### src/rtl/mcpu_pkg.sv
package mcpu_pkg;
  localparam int XLEN = 32;

  localparam logic [5:0] OP_RTYPE = 6'd0;
  localparam logic [5:0] OP_JUMP  = 6'd2;
  localparam logic [5:0] OP_BEQ   = 6'd4;
  localparam logic [5:0] OP_LOAD  = 6'd35;
  localparam logic [5:0] OP_STORE = 6'd43;

  localparam logic [5:0] FN_ADD = 6'd32;
  localparam logic [5:0] FN_SUB = 6'd34;
  localparam logic [5:0] FN_AND = 6'd36;
  localparam logic [5:0] FN_OR  = 6'd37;
  localparam logic [5:0] FN_SLT = 6'd42;

  localparam logic CAUSE_UNDEF = 1'b0;
  localparam logic CAUSE_OVF   = 1'b1;

  typedef enum logic [1:0] {AOP_ADD = 2'b00, AOP_SUB = 2'b01, AOP_FUNCT = 2'b10} aluOp_e;
  typedef enum logic [2:0] {
    ALU_AND = 3'b000, ALU_OR = 3'b001, ALU_ADD = 3'b010, ALU_SUB = 3'b110, ALU_SLT = 3'b111
  } aluCode_e;
  typedef enum logic [1:0] {SRCB_REG, SRCB_FOUR, SRCB_IMM, SRCB_BROFF} srcB_e;
  typedef enum logic [1:0] {PCSRC_ALU, PCSRC_ALUOUT, PCSRC_JUMP, PCSRC_TRAP} pcSrc_e;

  typedef enum logic [3:0] {
    S_FETCH   = 4'd0,
    S_DECODE  = 4'd1,
    S_MEMADR  = 4'd2,
    S_MEMRD   = 4'd3,
    S_LDWB    = 4'd4,
    S_MEMWR   = 4'd5,
    S_REXEC   = 4'd6,
    S_RWB     = 4'd7,
    S_BRANCH  = 4'd8,
    S_JUMP    = 4'd9,
    S_EXCUND  = 4'd10,
    S_EXCOVF  = 4'd11
  } ctlState_e;

  typedef struct packed {
    logic    pcLoad;
    logic    pcWriteCond;
    logic    iorD;
    logic    memRead;
    logic    memWrite;
    logic    irWrite;
    logic    aEn;
    logic    bEn;
    logic    mdrEn;
    logic    aluOutEn;
    logic    regWrite;
    logic    regDst;
    logic    memToReg;
    logic    aluSrcA;
    srcB_e   aluSrcB;
    aluOp_e  aluOp;
    pcSrc_e  pcSource;
    logic    epcWrite;
    logic    causeWrite;
    logic    causeCode;
    logic    privSet;
  } ctlStrobes_t;
endpackage

### src/rtl/mcpu_aluctl.sv
module mcpu_aluctl
  import mcpu_pkg::*;
(
  input  aluOp_e     aluOp,
  input  logic [5:0] funct,
  output aluCode_e   code,
  output logic       functBad
);
  always_comb begin
    code = ALU_ADD;
    functBad = 1'b0;
    case (aluOp)
      AOP_ADD: code = ALU_ADD;
      AOP_SUB: code = ALU_SUB;
      AOP_FUNCT: begin
        case (funct)
          FN_ADD:  code = ALU_ADD;
          FN_SUB:  code = ALU_SUB;
          FN_AND:  code = ALU_AND;
          FN_OR:   code = ALU_OR;
          FN_SLT:  code = ALU_SLT;
          default: functBad = 1'b1;
        endcase
      end
      default: code = ALU_ADD;
    endcase
  end
endmodule

### src/rtl/mcpu_alu.sv
module mcpu_alu
  import mcpu_pkg::*;
#(
  parameter int W = 32
) (
  input  logic [W-1:0] a,
  input  logic [W-1:0] b,
  input  aluCode_e     code,
  output logic [W-1:0] y,
  output logic         zero,
  output logic         ovf
);
  logic [W-1:0] sum;
  logic [W-1:0] diff;

  assign sum  = a + b;
  assign diff = a - b;

  always_comb begin
    ovf = 1'b0;
    case (code)
      ALU_AND: y = a & b;
      ALU_OR:  y = a | b;
      ALU_ADD: begin
        y   = sum;
        ovf = (a[W-1] == b[W-1]) && (sum[W-1] != a[W-1]);
      end
      ALU_SUB: begin
        y   = diff;
        ovf = (a[W-1] != b[W-1]) && (diff[W-1] != a[W-1]);
      end
      ALU_SLT: y = {{(W-1){1'b0}}, ($signed(a) < $signed(b))};
      default: y = sum;
    endcase
  end

  assign zero = (y == '0);
endmodule

### src/rtl/mcpu_datapath.sv
module mcpu_datapath
  import mcpu_pkg::*;
#(
  parameter int              REG_N        = 32,
  parameter logic [XLEN-1:0] HANDLER_ADDR = 32'h8000_0180
) (
  input  logic            clk,
  input  logic            rstN,
  input  ctlStrobes_t     st,
  output logic [5:0]      opcode,
  output logic            aluZero,
  output logic            aluOvf,
  output logic            functBad,
  output logic [XLEN-1:0] memAddr,
  output logic [XLEN-1:0] memWrData,
  input  logic [XLEN-1:0] memRdData,
  output logic [XLEN-1:0] pcOut,
  output logic [XLEN-1:0] epcOut,
  output logic [XLEN-1:0] causeOut,
  output logic            privMode
);
  localparam int REG_AW = $clog2(REG_N);

  logic [XLEN-1:0] pc, ir, mdr, regA, regB, aluOut, epc, cause;
  logic            priv;
  logic [XLEN-1:0] rf [REG_N];
  logic [XLEN-1:0] sext, srcA, srcB, aluY, pcNext, wrData;
  logic [REG_AW-1:0] rsIdx, rtIdx, wrIdx;
  aluCode_e        aluCode;

  assign opcode = ir[31:26];
  assign sext   = {{(XLEN-16){ir[15]}}, ir[15:0]};
  assign rsIdx  = ir[21 +: REG_AW];
  assign rtIdx  = ir[16 +: REG_AW];
  assign wrIdx  = st.regDst ? ir[11 +: REG_AW] : rtIdx;
  assign wrData = st.memToReg ? mdr : aluOut;

  // register file, entry 0 tied to zero
  for (genvar g = 0; g < REG_N; g++) begin : g_reg
    if (g == 0) begin : g_zero
      assign rf[g] = '0;
    end else begin : g_live
      always_ff @(posedge clk or negedge rstN) begin
        if (!rstN) rf[g] <= '0;
        else if (st.regWrite && (wrIdx == REG_AW'(g))) rf[g] <= wrData;
      end
    end
  end

  assign srcA = st.aluSrcA ? regA : pc;
  always_comb begin
    case (st.aluSrcB)
      SRCB_REG:   srcB = regB;
      SRCB_FOUR:  srcB = XLEN'(4);
      SRCB_IMM:   srcB = sext;
      default:    srcB = {sext[XLEN-3:0], 2'b00};
    endcase
  end

  mcpu_aluctl u_aluctl (
    .aluOp   (st.aluOp),
    .funct   (ir[5:0]),
    .code    (aluCode),
    .functBad(functBad)
  );

  mcpu_alu #(.W(XLEN)) u_alu (
    .a   (srcA),
    .b   (srcB),
    .code(aluCode),
    .y   (aluY),
    .zero(aluZero),
    .ovf (aluOvf)
  );

  always_comb begin
    case (st.pcSource)
      PCSRC_ALU:    pcNext = aluY;
      PCSRC_ALUOUT: pcNext = aluOut;
      PCSRC_JUMP:   pcNext = {pc[XLEN-1:XLEN-4], ir[25:0], 2'b00};
      default:      pcNext = HANDLER_ADDR;
    endcase
  end

  always_ff @(posedge clk or negedge rstN) begin
    if (!rstN) begin
      pc     <= '0;
      ir     <= '0;
      mdr    <= '0;
      regA   <= '0;
      regB   <= '0;
      aluOut <= '0;
      epc    <= '0;
      cause  <= '0;
      priv   <= 1'b0;
    end else begin
      if (st.pcLoad)     pc     <= pcNext;
      if (st.irWrite)    ir     <= memRdData;
      if (st.mdrEn)      mdr    <= memRdData;
      if (st.aEn)        regA   <= rf[rsIdx];
      if (st.bEn)        regB   <= rf[rtIdx];
      if (st.aluOutEn)   aluOut <= aluY;
      if (st.epcWrite)   epc    <= aluY;
      if (st.causeWrite) cause  <= {{(XLEN-1){1'b0}}, st.causeCode};
      if (st.privSet)    priv   <= 1'b1;
    end
  end

  assign memAddr   = st.iorD ? aluOut : pc;
  assign memWrData = regB;
  assign pcOut     = pc;
  assign epcOut    = epc;
  assign causeOut  = cause;
  assign privMode  = priv;

  // fetch advances the PC by one word
  p_fetch_incr_r2: assert property (@(posedge clk) disable iff (!rstN)
    st.irWrite |=> pc == $past(pc) + XLEN'(4));

  // an untaken branch leaves the PC alone
  p_beq_hold_r6: assert property (@(posedge clk) disable iff (!rstN)
    (st.pcWriteCond && !aluZero) |=> $stable(pc));

  // trap entry lands on the handler with EPC one word back
  p_handler_r10: assert property (@(posedge clk) disable iff (!rstN)
    st.epcWrite |=> (pc == HANDLER_ADDR) && (epc == $past(pc) - XLEN'(4)) && priv);

  // memory strobes never overlap
  p_mem_excl_r12: assert property (@(posedge clk) disable iff (!rstN)
    !(st.memRead && st.memWrite));
endmodule

### src/rtl/mcpu_control.sv
module mcpu_control
  import mcpu_pkg::*;
(
  input  logic        clk,
  input  logic        rstN,
  input  logic [5:0]  opcode,
  input  logic        aluZero,
  input  logic        aluOvf,
  input  logic        functBad,
  output ctlStrobes_t st,
  output logic [3:0]  stateCode
);
  ctlState_e state, nextState;
  logic      pcWrite;

  always_ff @(posedge clk or negedge rstN) begin
    if (!rstN) state <= S_FETCH;
    else       state <= nextState;
  end

  always_comb begin
    st        = '0;
    pcWrite   = 1'b0;
    nextState = S_FETCH;
    case (state)
      S_FETCH: begin
        st.memRead  = 1'b1;
        st.irWrite  = 1'b1;
        st.aluSrcB  = SRCB_FOUR;
        st.aluOp    = AOP_ADD;
        st.pcSource = PCSRC_ALU;
        pcWrite     = 1'b1;
        nextState   = S_DECODE;
      end
      S_DECODE: begin
        st.aEn      = 1'b1;
        st.bEn      = 1'b1;
        st.aluSrcB  = SRCB_BROFF;
        st.aluOp    = AOP_ADD;
        st.aluOutEn = 1'b1;
        case (opcode)
          OP_RTYPE:          nextState = S_REXEC;
          OP_LOAD, OP_STORE: nextState = S_MEMADR;
          OP_BEQ:            nextState = S_BRANCH;
          OP_JUMP:           nextState = S_JUMP;
          default:           nextState = S_EXCUND;
        endcase
      end
      S_MEMADR: begin
        st.aluSrcA  = 1'b1;
        st.aluSrcB  = SRCB_IMM;
        st.aluOp    = AOP_ADD;
        st.aluOutEn = 1'b1;
        nextState   = (opcode == OP_LOAD) ? S_MEMRD : S_MEMWR;
      end
      S_MEMRD: begin
        st.memRead = 1'b1;
        st.iorD    = 1'b1;
        st.mdrEn   = 1'b1;
        nextState  = S_LDWB;
      end
      S_LDWB: begin
        st.regWrite = 1'b1;
        st.memToReg = 1'b1;
        nextState   = S_FETCH;
      end
      S_MEMWR: begin
        st.memWrite = 1'b1;
        st.iorD     = 1'b1;
        nextState   = S_FETCH;
      end
      S_REXEC: begin
        st.aluSrcA  = 1'b1;
        st.aluSrcB  = SRCB_REG;
        st.aluOp    = AOP_FUNCT;
        st.aluOutEn = 1'b1;
        if (functBad)                          nextState = S_EXCUND;
        else if (opcode == OP_RTYPE && aluOvf) nextState = S_EXCOVF;
        else                                   nextState = S_RWB;
      end
      S_RWB: begin
        st.regWrite = 1'b1;
        st.regDst   = 1'b1;
        nextState   = S_FETCH;
      end
      S_BRANCH: begin
        st.aluSrcA     = 1'b1;
        st.aluSrcB     = SRCB_REG;
        st.aluOp       = AOP_SUB;
        st.pcWriteCond = 1'b1;
        st.pcSource    = PCSRC_ALUOUT;
        nextState      = S_FETCH;
      end
      S_JUMP: begin
        st.pcSource = PCSRC_JUMP;
        pcWrite     = 1'b1;
        nextState   = S_FETCH;
      end
      S_EXCUND, S_EXCOVF: begin
        st.aluSrcB    = SRCB_FOUR;
        st.aluOp      = AOP_SUB;
        st.epcWrite   = 1'b1;
        st.causeWrite = 1'b1;
        st.causeCode  = (state == S_EXCOVF) ? CAUSE_OVF : CAUSE_UNDEF;
        st.privSet    = 1'b1;
        st.pcSource   = PCSRC_TRAP;
        pcWrite       = 1'b1;
        nextState     = S_FETCH;
      end
      default: nextState = S_FETCH;
    endcase
    st.pcLoad = pcWrite | (st.pcWriteCond & aluZero);
  end

  assign stateCode = state;

  // decode always follows fetch
  p_decode_next_r2: assert property (@(posedge clk) disable iff (!rstN)
    (state == S_FETCH) |=> (state == S_DECODE));

  // an overflowing register add/sub goes to the overflow trap, never write-back
  p_no_overflow_r9: assert property (@(posedge clk) disable iff (!rstN)
    (state == S_REXEC && aluOvf && !functBad) |=> (state == S_EXCOVF));

  // a store pulse only follows address generation
  p_store_after_addr_r12: assert property (@(posedge clk) disable iff (!rstN)
    st.memWrite |-> ($past(state) == S_MEMADR));

  // undefined funct traps with the undefined cause
  p_undef_funct_r8: assert property (@(posedge clk) disable iff (!rstN)
    (state == S_REXEC && functBad) |=> (state == S_EXCUND));
endmodule

### src/rtl/mcpu_core.sv
module mcpu_core
  import mcpu_pkg::*;
#(
  parameter int              REG_N        = 32,
  parameter logic [XLEN-1:0] HANDLER_ADDR = 32'h8000_0180
) (
  input  logic            clk,
  input  logic            rstN,
  output logic [XLEN-1:0] memAddr,
  output logic [XLEN-1:0] memWrData,
  input  logic [XLEN-1:0] memRdData,
  output logic            memRd,
  output logic            memWr,
  output logic [XLEN-1:0] pcOut,
  output logic [XLEN-1:0] epcOut,
  output logic [XLEN-1:0] causeOut,
  output logic            privMode,
  output logic [3:0]      ctlState
);
  ctlStrobes_t st;
  logic [5:0]  opcode;
  logic        aluZero, aluOvf, functBad;

  mcpu_control u_ctl (
    .clk      (clk),
    .rstN     (rstN),
    .opcode   (opcode),
    .aluZero  (aluZero),
    .aluOvf   (aluOvf),
    .functBad (functBad),
    .st       (st),
    .stateCode(ctlState)
  );

  mcpu_datapath #(.REG_N(REG_N), .HANDLER_ADDR(HANDLER_ADDR)) u_dp (
    .clk      (clk),
    .rstN     (rstN),
    .st       (st),
    .opcode   (opcode),
    .aluZero  (aluZero),
    .aluOvf   (aluOvf),
    .functBad (functBad),
    .memAddr  (memAddr),
    .memWrData(memWrData),
    .memRdData(memRdData),
    .pcOut    (pcOut),
    .epcOut   (epcOut),
    .causeOut (causeOut),
    .privMode (privMode)
  );

  assign memRd = st.memRead;
  assign memWr = st.memWrite;
endmodule

### config.mk
export PLATFORM = sky130hd
export DESIGN_NAME = mcpu_core
export DESIGN_NICKNAME = d
export VERILOG_FILES = /design/src/rtl/mcpu_pkg.sv /design/src/rtl/mcpu_aluctl.sv /design/src/rtl/mcpu_alu.sv /design/src/rtl/mcpu_datapath.sv /design/src/rtl/mcpu_control.sv /design/src/rtl/mcpu_core.sv
export SDC_FILE = /design/constraint.sdc
export NUM_CORES = 2
export LEC_CHECK = 0
export BUFFER_PORTS_ARGS = -buffer_cell sky130_fd_sc_hd__buf_4
export CAP_MARGIN = 20
export CORE_MARGIN = 2
export CORE_UTILIZATION = 59
export CTS_BUF_LIST = sky130_fd_sc_hd__clkbuf_4 sky130_fd_sc_hd__clkbuf_8
export CTS_CLUSTER_SIZE = 25
export DETAILED_ROUTE_END_ITERATION = 6
export GPL_TIMING_DRIVEN = 0
export PLACE_DENSITY = 0.79
export SLEW_MARGIN = 20
export SYNTH_ARGS = -nofsm -noshare
export SYNTH_HDL_FRONTEND = slang
export SYNTH_SLANG_ARGS = --single-unit
### constraint.sdc
create_clock -name clk -period 5.35 [get_ports clk]
set_input_delay 0 -clock clk [delete_from_list [all_inputs] [get_ports clk]]
set_output_delay 0 -clock clk [all_outputs]
set_load 0.02 [all_outputs]
* After elaboration in Yosys (flattened, before gate mapping) *
Index checks and enable logic that the tools add are counted.

storage, ports and cells
  bits in registers = 1,222
  input bits = 34
  output and inout bits = 167
  word-level logic and storage cells = 209

operators by class
  add/sub/neg operators = 2
  eq/ne operators = 65
  reductions and logical operators = 50
  magnitude comparators = 3
  bitwise operators = 7
  mux-type cells = 40

operators with widths
  kind                number
  $bmux 32 s5         2
  $mux 32             7
  $pmux 32 s3         2
  $pmux 32 s4         1
  $eq 5x5->1 const B  16
  $eq 6x6->1 const B  7
  $eq 5x4->1 const B  8
  $logic_and 1x1->1   34
  $add 32x32->32      1
  $and 32x32->32      1
  $logic_not 32->1    1
  $lt 32x32->1        1
  $or 32x32->32       1
  $sub 32x32->32      1
  $pmux 4 s6          1
  $eq 5x3->1 const B  4
  $pmux 4 s5          1
  $eq 4x3->1 const B  4
  $eq 4x4->1 const B  4
  $pmux 4 s4          1
  $mux 1              15
  $ge 6x6->1 const B  2
  $mux 4              3
  $not 5->6           2
  other kinds (32)    47

* Depth between registers and ports, before layout *
  word-level depth = 13
  gate-level depth with buffers = 23
  mapped depth without buffers = 18

* Hierarchy *
From an unflattened synthesis, not the netlist that was laid out.

second synthesis, totals
  cell total of the unflattened synthesis = 5,496
  area, all modules = 70,458.8 um^2

modules (own cells, without submodules)
  module         cells each  area an instance (um^2)  instances  sequential area each (um^2)
  mcpu_datapath  4,563       64,314.2                 1          30,479.2
  mcpu_alu       844         5,536.6                  1          0.0
  mcpu_control   69          459.2                    1          100.1
  mcpu_aluctl    20          148.9                    1          0.0

* Least setup slack after synthesis *
No wires, ideal clock.

  path type = reg2reg
  start = register u_ctl.state[1] (netlist: u_ctl.stateCode[1])
  end = register u_dp.pc[22] (netlist: u_dp.pcOut[22])
  slack = -0.616 ns
  library setup time = 0.127 ns
  buffers on the path = 4
  clock period less this slack = 5.966 ns
  required time = 5.223 ns
  stages on the path, launching flop included = 22
  arrival time = 5.839 ns
  cell sequence = dfrtp_1 clkbuf_1 nand2b_1 clkbuf_1 a21oi_1 clkbuf_1 mux2_2 inv_1 ha_1 fa_1 nor3_1 o31ai_1 a311oi_2 o2bb2ai_1 a221o_1 a22oi_2 nand2_1 or4b_4 nor4_4 a41o_4 buf_6 mux2_1

between the ends
  word-level cells in the longest chain between the ends = 10
  elaborated cells on any way between the ends = 41
  classes of those cells = add/sub (2); order compare (1); eq/ne (16); mux (10); bitwise (4); reduce/logical (8)

RTL lines
  what                                          line                                    source
  start: declaration                            mcpu_control.sv:13                      ctlState_e state, nextState;
  start signal: assignment                      mcpu_control.sv:18                      else state <= nextState;
  $eq 4x4->1                                    mcpu_control.sv:25                      case (state)
  $reduce_or 2->1                               mcpu_control.sv:25
  $pmux 4 s6                                    mcpu_control.sv:25
  $eq 2x2->1, or another cell as far along      mcpu_datapath.sv:52                     case (st.aluSrcB)
  $pmux 32 s3 or $pmux 3 s2 (tied branches)     mcpu_datapath.sv:52, mcpu_aluctl.sv:12
  $add 32x32->32, or another cell as far along  mcpu_alu.sv:16                          assign sum = a + b;
  $pmux 32 s4                                   mcpu_alu.sv:21                          case (code)
  $logic_not 32->1                              mcpu_alu.sv:37                          assign zero = (y == '0);
  $and 1x1->1                                   mcpu_control.sv:112                     st.pcLoad = pcWrite | (st.pcWriteCond & aluZero);
  $or 1x1->1                                    mcpu_control.sv:112
  end signal: assignment                        mcpu_datapath.sv:97                     if (st.pcLoad) pc <= pcNext;
  end: declaration                              mcpu_datapath.sv:24                     logic [XLEN-1:0] pc, ir, mdr, regA, regB, aluOut, epc, cause;

Several ways; a longest one is shown, not always the timed one.
A chain may end at the register's enable or synchronous reset.

* Final worst setup path *
  start = register u_ctl.state[3] (netlist: u_ctl.stateCode[3])
  end = register u_dp.pc[11] (netlist: u_dp.pcOut[11])

The elaborated chain is that of the path after synthesis.

==> metrics.md <==
| Metric | Value |
|---|---|
| Ratio of cells with drive above 1 in the final layout | `0.261` |
| Failing checks | `negative setup slack` |
| Worst r2r src | `u_ctl.stateCode[3]` |
| CTS max path bufs | `3` |
| DP Worst Slack | `-2370 ps` |
| Hold WC Path Type | `in -> async` |
| Final Hold Vio Count | `0` |
| Critical path class | `reg -> reg` |
| CP Launch Type | `flip-flop` |
| Netlist cell types | `106` |
| Detailed Place HPWL | `196 mm` |
| Nets | `6861` |
| Die area | `117000 µm²` |
| RSZ-0062 raised after global routing | `yes` |
| VDD IR-drop max | `0.000360 V` |
| Commonest non-fill, non-tap cell in the layout | `dfrtp_1` |
| Sink Count | `1222` |
| Vias in the first global route | `57417` |
| Number of enable flip-flop cells after synthesis | `0` |
| Mapped Cells | `6123` |
| Leakage power | `0.0340 µW` |
| Slew @ Worst Pin | `1280 ps` |
| Synth Warn # | `0` |
| First-pass GRT wire length | `371 mm` |
| Final Max Tran Viols | `0` |
| Yosys top cell area share | `0.455` |
| Rows | `123` |
| Initial DRC count | `8038` |
| Crit path launch | `u_ctl.stateCode[3]` |
| I/O Pins | `201` |
| Arrival time of the worst setup path | `6660 ps` |
| Post-Layout Cell Count | `8405` |
| Clock Latency Late Sink | `950 ps` |
| Area of the mapped netlist | `67200 µm²` |
| Via density | `6.81` |
| ANT nets after route | `0` |
| Cell taking the most area after synthesis | `dfrtp_1` |
| Most frequent cells in the layout | `dfrtp_1 (1219), nand2_1 (774), o21ai_0 (726)` |
| Clock Tree Root | `clkbuf_8` |
| Synth area leaders | `dfrtp_1 (46%), mux4_2 (19%), o21ai_0 (5.4%)` |
| WL final | `255 mm` |
| Initial antenna violation count | `15` |
| Sequential fraction of the synthesis area | `0.455` |
| Pre-antenna DRT Iters | `7` |
| Crit path required time | `6120 ps` |
| Avg Cell Area, Syn | `11.0 µm²` |
| Die width | `341 µm` |
| Power per Cell Area | `734 nW/µm²` |
| CTS tree | `yes` |
| Num CTS Buffers | `197` |
| Grt total ovfl | `0` |
| Ys async rst share | `1.00` |
| GRT Total Usage | `0.436` |
| Hold WS | `298 ps` |
| Final setup vio count | `32` |
| Synthesized flop and latch total | `1222` |
| Die span in y | `341 µm` |
| Via count | `57234` |
| Post-synth top flop | `dfrtp_1` |
| FMAX | `0.170 GHz` |
| Cells after DPL | `7836` |
| Clock-pin slew on the worst setup and hold paths | `60 ps` |
| Core Area | `113000 µm²` |
| Max H-tree Level | `4` |
| Area grow syn2layout | `17.3%` |
| Clk_skew | `62.4 ps` |
| Routability Congestion | `1.03` |
| Drc violations | `0` |
| Final WS setup | `-536 ps` |
| Initial Util | `0.596` |
| Slew headroom | `0.150` |
| Period utilisation layout | `1.10` |
| Post-DR wirelength/cell | `30.3 µm` |
| Max-cap violations | `0` |
| Tmin final | `5890 ps` |
| CP endpoint kind | `flip-flop` |
| Largest net degree at the start of global routing | `153` |
| Total power | `57900 µW` |
| I/O Buffers | `169` |
| Outcome | `finished with violations` |
| Largest fanout on the critical path | `10` |
| Setup Total Neg Slack | `-14810 ps` |
-- worst paths after layout --
kind                                  end  slack, ps  depth (start not counted)
max reg2reg                u_dp.pcOut[11]       -540                         23
min                          u_dp.rf[609]        300                          4
min reg2reg                 u_dp.privMode        480                          1
max in group asynchronous    u_dp.rf[348]       2980                          6
max                        u_dp.pcOut[11]       -540                         23
min in group clk             u_dp.mdr[29]        440                          4
-- synth_stat cells, drive strengths merged, types with 15 or more instances --
library cell  count
o31ai            24
dfrtp          1222
nand2b           29
nor4             19
nor2b            26
o21ai           742
ha               98
nor3             41
a21oi           562
buf             116
mux2            212
clkbuf          477
o211ai           25
a21o             15
xnor2            17
inv             112
a22o             67
mux2i           125
nand3            28
mux4            576
o22ai            28
nor2            545
nand2           779
-- critical path: stages, from the launching register on --
cell and delay, ps:
dfrtp_2 460, buf_4 210, nor3_4 300, buf_6 170
a222oi_1 100, buf_4 180, buf_4 120, buf_4 120
buf_4 120, buf_4 120, buf_4 130, ha_2 230
a2111oi_4 470, a211oi_4 160, o2111a_2 380, o21ai_1 170
a32o_2 230, nand4_1 200, or4b_4 640, nor4_4 250
a41o_4 380, buf_12 150, buf_12 130, mux2_4 300
-- cells by family (layout without fill, tap and decap cells) --
group           after synthesis  count (layout)  share of synthesized area
flops                      1222            1222                      0.455
xor+xnor                     17              17                    0.00222
other cells                   1              38                  0.0000558
buf+inv                     708            1453                     0.0429
simple gates               1531            1531                     0.0935
compound gates             1631            1631                      0.139
mux                         913             913                      0.248
fa+ha+maj                   100             100                     0.0188
-- layer usage --
layer / wire length (µm) / GRT usage / vias up / share of wire
li1: - / - / 23561 / -
met1: 90300 / 0.547 / 28784 / 0.35
met2: 119000 / 0.688 / 3941 / 0.47
met3: 27800 / 0.112 / 930 / 0.11
met4: 18200 / 0.266 / 18 / 0.071
met5: 109 / 0 / - / 0.00043
-- flip-flops by register name, indices dropped and copies added, names as in the netlist, 4 cells and up --
name and count:
u_ctl.stateCode 4, u_dp.aluOut 32, u_dp.epcOut 32, u_dp.ir 32, u_dp.mdr 32, u_dp.memWrData 32, u_dp.pcOut 32, u_dp.regA 32
u_dp.rf 992
-- repair_timing --
item / CTS / global route
setup buffers: 103 / 23
cloned: 4 / 3
pin swaps: 76 / 30
endpoints found under the setup margin: 79 / 34
resized for setup: 283 / 54
hold buffers: 67 / 0
hold endpoints to repair: 572 / 0
-- power by group --
group | internal [µW] | switching, µW
logic | 13300 | 20000
clock network | 5280 | 4110
registers | 12200 | 2850
-- metrics by stage --
step / area, µm² / util
4_1_cts: 78300 / 0.695
2_1_floorplan: 67400 / -
5_1_grt: 78800 / 0.700
3_3_place_gp: 70500 / 0.626
3_5_place_dp: 70900 / 0.629
6_report: 78800 / 0.700
-- layout make-up --
type                            instances  area, µm²
Fill cell                            8097      33800
Clock inverter                         61        672
Clock buffer                          309       3970
Timing Repair Buffer                  382       3380
Multi-Input combinational cell       4223      35200
Buffer                                588       2720
Tap cell                             1500       1880
Antenna cell                            7       17.5
Sequential cell                      1222      30600
Inverter                              113        432
No activity file was read; power rests on OpenSTA's default activity.
